==> src/rtl/quad_lane_demux_pkg.sv <==
package quad_lane_demux_pkg;
  localparam int DEF_DW    = 4;
  localparam int DEF_LANES = 4;

  typedef struct packed {
    logic le;
    logic ce_n;
  } lane_ctl_t;
endpackage

==> src/rtl/qld_ce_decoder.sv <==
module qld_ce_decoder #(
  parameter int LANES = 4,
  localparam int SELW = (LANES > 1) ? $clog2(LANES) : 1
) (
  input  logic             ce_n,
  input  logic [SELW-1:0]  sel,
  output logic [LANES-1:0] lane_ce_n
);
  for (genvar k = 0; k < LANES; k++) begin : g_dec
    always_comb lane_ce_n[k] = ce_n | (sel != SELW'(k));
  end
endmodule

==> src/rtl/qld_lane_cell.sv <==
module qld_lane_cell
  import quad_lane_demux_pkg::*;
#(
  parameter int DW = 4
) (
  input  logic          clk,
  input  logic          rst,
  input  lane_ctl_t     ctl,
  input  logic [DW-1:0] d,
  output logic [DW-1:0] q,
  output logic [DW-1:0] vis
);
  always_ff @(posedge clk) begin
    if (rst)            q <= '0;
    else if (ctl.le)    q <= d;
    else if (!ctl.ce_n) q <= d;
  end

  always_comb vis = ctl.le ? d : q;
endmodule

==> src/rtl/qld_out_qual.sv <==
module qld_out_qual #(
  parameter int DW = 4
) (
  input  logic          oe_all_n,
  input  logic          oe_n,
  input  logic [DW-1:0] din,
  output logic [DW-1:0] dout,
  output logic          vld
);
  always_comb begin
    vld  = ~(oe_all_n | oe_n);
    dout = vld ? din : '0;
  end
endmodule

==> src/rtl/quad_lane_demux.sv <==
module quad_lane_demux
  import quad_lane_demux_pkg::*;
#(
  parameter int DW    = DEF_DW,
  parameter int LANES = DEF_LANES,
  localparam int SELW = (LANES > 1) ? $clog2(LANES) : 1
) (
  input  logic                clk,
  input  logic                rst,
  input  logic [DW-1:0]       a_in,
  input  logic [LANES-1:0]    lat_en,
  input  logic                clk_en_n,
  input  logic [SELW-1:0]     ce_sel,
  input  logic                oe_all_n,
  input  logic [LANES-1:0]    oe_lane_n,
  output logic [LANES*DW-1:0] b_data,
  output logic [LANES-1:0]    b_vld
);
  logic [LANES-1:0]    lane_ce_n;
  logic [LANES*DW-1:0] lane_q;
  logic [LANES*DW-1:0] lane_vis;

  qld_ce_decoder #(.LANES(LANES)) u_dec (
    .ce_n      (clk_en_n),
    .sel       (ce_sel),
    .lane_ce_n (lane_ce_n)
  );

  for (genvar k = 0; k < LANES; k++) begin : g_lane
    lane_ctl_t ctl;
    always_comb begin
      ctl.le   = lat_en[k];
      ctl.ce_n = lane_ce_n[k];
    end

    qld_lane_cell #(.DW(DW)) u_cell (
      .clk (clk),
      .rst (rst),
      .ctl (ctl),
      .d   (a_in),
      .q   (lane_q[k*DW +: DW]),
      .vis (lane_vis[k*DW +: DW])
    );

    qld_out_qual #(.DW(DW)) u_oq (
      .oe_all_n (oe_all_n),
      .oe_n     (oe_lane_n[k]),
      .din      (lane_vis[k*DW +: DW]),
      .dout     (b_data[k*DW +: DW]),
      .vld      (b_vld[k])
    );
  end
endmodule

==> config.mk <==
export PLATFORM = sky130hd
export DESIGN_NAME = quad_lane_demux
export DESIGN_NICKNAME = d
export VERILOG_FILES = /design/src/rtl/quad_lane_demux_pkg.sv /design/src/rtl/qld_ce_decoder.sv /design/src/rtl/qld_lane_cell.sv /design/src/rtl/qld_out_qual.sv /design/src/rtl/quad_lane_demux.sv
export SDC_FILE = /design/constraint.sdc
export NUM_CORES = 1
export LEC_CHECK = 0
export BUFFER_PORTS_ARGS = -buffer_cell sky130_fd_sc_hd__clkbuf_2
export CORE_ASPECT_RATIO = 1.2
export CORE_MARGIN = 2
export CORE_UTILIZATION = 54
export DETAILED_ROUTE_END_ITERATION = 12
export PLACE_DENSITY_LB_ADDON = 0.2
export SLEW_MARGIN = 15
export SYNTH_ARGS = -nofsm -noshare
export SYNTH_HDL_FRONTEND = slang
export SYNTH_HIERARCHICAL = 1
export SYNTH_SLANG_ARGS = --single-unit
==> constraint.sdc <==
create_clock -name clk -period 1.7 [get_ports clk]
set_clock_uncertainty 0.2 [all_clocks]
set_input_delay 0.085 -clock clk [delete_from_list [all_inputs] [get_ports clk]]
set_output_delay 0.085 -clock clk [all_outputs]
set_load 0.03 [all_outputs]
Word level (Yosys, flattened, before mapping) --
Index checks and enable logic that the tools add are counted.
Word-level totals: bits in registers 16, input bits 18, word-level logic and storage cells 40, output and inout port bits 20
Operators by class: reductions and logical operators 1, muxes and demuxes 16, equality and inequality tests 7, bitwise operators 12
Operators by type and width (number):
- 2-to-1 mux 4 bit | 16
- inequality test 2 bit, second input constant | 6
- OR 1 bit | 8
- inverter 1 bit | 4
- inequality test 2 x 1 -> 1 bit, second input constant | 1
- nonzero test 2 bit | 1

Logic depth before layout (Yosys ltp) --
depth in word-level cells 4, mapped depth 3, mapped depth without buffers 3

By module --
Netlist, hierarchy kept.
Modules (own cells, without submodules):
- qld_lane_cell | area each 250.2 µm², seq. area each 80.1 µm², cells each 22, times used 4
- qld_out_qual | area each 33.8 µm², seq. area each 0.0 µm², cells each 5, times used 4
- qld_ce_decoder | area each 31.3 µm², seq. area each 0.0 µm², cells each 4, times used 1

Least setup slack after synthesis --
No wires, ideal clock.
path type register to output, start point register g_lane[0].u_cell.q[0], end point output port b_data[0], setup slack 0.248 ns, data required time 1.415 ns, path buffers 0, cell stages (with the launch flop) 3, arrival time 1.167 ns, cell sequence dfxtp_1 mux2_4 nor3b_1
On the way: cells in the longest elaborated chain, start to end 2
RTL lines:
- from (decl) | line qld_lane_cell.sv:10 | output logic [DW-1:0] q,
- from (signal assigned) | line qld_lane_cell.sv:14 | if (rst) q <= '0;
- from (signal assigned) | line qld_lane_cell.sv:15 | else if (ctl.le) q <= d;
- from (signal assigned) | line qld_lane_cell.sv:16 | else if (!ctl.ce_n) q <= d;
- 2-to-1 mux 4 bit | line qld_lane_cell.sv:19 | always_comb vis = ctl.le ? d : q;
- via lane_vis[0] | line quad_lane_demux.sv:21 | logic [LANES*DW-1:0] lane_vis;
- 2-to-1 mux 4 bit | line qld_out_qual.sv:12 | dout = vld ? din : '0;
- to (decl) | line quad_lane_demux.sv:16 | output logic [LANES*DW-1:0] b_data,
The timed path passes the listed nets, and every way through them passes these cells.

Worst setup path in the final report --
start point register g_lane[3].u_cell.q[2], end point output port b_data[14]
On the way: cells in the longest elaborated chain, start to end 2
RTL lines (line):
- from (decl) | qld_lane_cell.sv:10
- from (signal assigned) | qld_lane_cell.sv:14
- from (signal assigned) | qld_lane_cell.sv:15
- from (signal assigned) | qld_lane_cell.sv:16
- 2-to-1 mux 4 bit | qld_lane_cell.sv:19
- via lane_vis[14] | quad_lane_demux.sv:21
- 2-to-1 mux 4 bit | qld_out_qual.sv:12
The timed path passes the listed nets, and every way through them passes these cells.

==> metrics.log <==
INFO  metric run_status = finished clean
INFO  metric cts_sinks = 16
INFO  metric drcViolationCount = 0
INFO  metric tns = 0 ps
INFO  metric final_util = 0.694
INFO  metric fp.coreArea = 2050 um^2
INFO  metric clkSlewWorstSetupHoldPaths = 100 ps
INFO  metric synth.cell_area = 1170 um^2
INFO  metric powerDensity = 663 nW/um^2
INFO  metric biggestRegsByFlops = g_lane.u_cell/q x16
INFO  metric routed-via-count = 1017
INFO  metric postSynthNetCount = 130
INFO  metric worst_setup_path_start_kind = register
INFO  metric initial_utilization = 0.570
INFO  metric antenna_left = 0
INFO  metric ys_ff_latch = 16
INFO  metric cts_tree = done
INFO  metric die_area = 2550 um^2
INFO  metric setup_ws = 150 ps
INFO  metric post_synth_num_cell_types = 12
INFO  metric crit_family = flip-flops
INFO  metric numCtsBuffers = 3
INFO  metric layout-area-overhead-vs-synth = 21.8%
INFO  metric grt.total_usage = 0.232
INFO  metric power.static_leakage = 0.606 nW
INFO  metric detailedPlace.worstSlack = 365 ps
INFO  metric regMostFlops = g_lane.u_cell/q
INFO  metric crit_path_cell_trace = mux2_4 -> nor3b_1 -> clkbuf_2
INFO  metric yosys_warnings = 6
INFO  metric layout-drive-gt1-share = 0.399
INFO  metric synthesis.area_per_instance = 10.4 um^2
INFO  metric grt.overflow.total = 0
INFO  metric report.final.hold_viol_count = 0
INFO  metric post-route-period-util = 0.912
INFO  metric routed_wirelength = 2680 um
INFO  metric netlist_instances = 112
INFO  metric worst-setup-path-type = reg2out
INFO  metric path_buf_inv = 1
INFO  metric cts_max_path_bufs = 2
INFO  metric postCtsSetupBuffers = 0
INFO  metric upper_clock_frequency_limit = 645 MHz
INFO  metric cp-end-kind = output port
INFO  metric port_buffers = 37
INFO  metric drv_slew = 0
INFO  metric net_total_in_the_final_layout = 172
INFO  metric fin_crit = 1550 ps
INFO  metric drt_pass1_iterations = 2
INFO  metric antenna-diode-count = 0
INFO  metric drt-wirelength-per-cell = 14.7 um
INFO  metric yosysSeqAreaShare = 0.274
INFO  metric hold_path_startpoint = lat_en[2]
INFO  metric worst_pin_slew = 435 ps
INFO  metric post_dp_cell_area = 1350 um^2
INFO  metric report.final.setup_viol = 0
INFO  metric holdCritPathClass = in2reg
INFO  metric die_h = 54.9 um
INFO  metric switching_share = 0.300
INFO  metric crit_path_max_fo = 2
INFO  metric gp_routability_congestion = 0.704
INFO  metric number_of_flip_flops_under_the_largest_register_name = 16
INFO  metric max-slew-margin-rel = 0.710
INFO  metric timing.rr.start = g_lane[0].u_cell/q[2]
INFO  metric initialDrtViolationCount = 9
INFO  metric place.detailed.hpwl = 1740 um
INFO  metric power.switching = 283 uW
INFO  metric htree_num_levels = 1
INFO  metric stdcell_area = 1420 um^2
INFO  metric combinationalPowerShare = 0.280
INFO  metric grt_start_max_net_pins = 33
INFO  metric power_frac_seq = 0.438
INFO  metric cellInternalPower = 659 uW
INFO  metric placementRows = 18
INFO  metric cp_data_required_time = 1410 ps
INFO  metric first_global_vias = 848
INFO  metric num_io_pins = 38
INFO  metric cts-root-buf = sky130_fd_sc_hd__clkbuf_4
INFO  metric unrepaired_setup_endpoints_after_global_routing = false
INFO  metric grt_antenna_before_repair = 0
INFO  metric critical-path-max-stage-delay = 350 ps
INFO  metric clkLatencyLatePin = 300 ps
INFO  metric proportion_of_power_drawn_by_the_clock_network = 0.282
INFO  metric via_per_inst = 5.56
INFO  metric ir_drop = 0.000565 V
INFO  metric drv.max_cap_violation_count = 0
INFO  metric fillers = 171
INFO  metric worstSetupStartpoint = g_lane[3].u_cell/q[2]
INFO  metric die-width = 46.4 um
INFO  metric wire_length_of_the_first_global_routing_pass = 3970 um
INFO  metric critical_path.slowest_cell = sky130_fd_sc_hd__dfxtp_1
INFO  metric crit_arrival = 1270 ps
worst min-delay path: cells and delay by family:
family,cells,cell delay (ps)
AOI/OAI and AO/OA,1,140
buffers and inverters,1,210
and+or+nand+nor,1,90
per-stage QoR:
stage	total power, mW	hold slack [ps]	instances
floorplan	0.600	37.0	112
global route	0.981	85.4	183
CTS	0.943	47.3	183
finish	0.943	44.1	183
global placement	0.664	252	175
detailed placement	0.675	271	175
layout by cell type (no fill, tap or decap), drive strengths merged, types with 4 or more instances in the layout:
cell	count
clkbuf	41
dfxtp	16
dlygate4sd3	4
mux2	16
nand2b	16
nand4bb	16
nor2	4
nor2b	4
nor3b	16
o21ai	16
path summary, 6_finish.rpt:
path | cells past startpoint | slack [ps] | end
setup / recovery | 3 | 150 | b_data[14]
hold / removal | 3 | 40 | g_lane[2].u_cell/q[0]
setup reg to reg | 2 | 860 | g_lane[0].u_cell/q[2]
hold reg to reg | 2 | 320 | g_lane[1].u_cell/q[0]
cell families after synthesis:
group                  after synthesis  synth area share
AOI/OAI and AO/OA                   16            0.0686
buffers and inverters                4            0.0386
DFF                                 16             0.274
muxes                               16             0.206
and+or+nand+nor                     60             0.413
power groups by stage:
stage               Combinational, mW  Sequential (mW)  Clock (mW)
floorplan                       0.182            0.417           0
global placement                0.245            0.420           0
detailed placement              0.254            0.421           0
CTS                             0.264            0.413       0.266
global route                    0.284            0.416       0.281
finish                          0.264            0.413       0.266
routing by layer:
metal | vias to the layer above | GRT usage | share of wire | routed length [um]
li1 | 505 | - | - | -
met1 | 474 | 0.296 | 0.46 | 1240
met2 | 34 | 0.375 | 0.47 | 1260
met3 | 4 | 0.0195 | 0.044 | 119
met4 | 0 | 0.143 | 0.023 | 62
met5 | - | 0 | 0 | 0
synth_stat cells (all sizes together):
master,n,area share
or3,1,0.0054
nor3b,16,0.10
nor2,4,0.013
nand4bb,16,0.15
nor2b,4,0.030
mux2,16,0.21
o21ai,16,0.069
nand3b,1,0.0064
dfxtp,16,0.27
buf,4,0.039
or3b,2,0.015
nand2b,16,0.086
what timing repair did:
| item | 4_1_cts | 5_1_grt |
|---|---|---|
| setup endpoints to repair | 0 | 0 |
| hold buffers | 4 | 0 |
| gates resized for setup | 0 | 0 |
| hold endpoints to repair | 16 | 0 |
final cells by class:
class | count | area (um^2) | share of cell area
flip-flops and latches | 16 | 320 | 0.225
well taps | 30 | 37.5 | 0.0264
multi-input cells | 92 | 802 | 0.564
clock buffers | 4 | 36.3 | 0.0255
repair buffers | 41 | 225 | 0.158
Note: power is estimated with default switching activity, not from simulation.
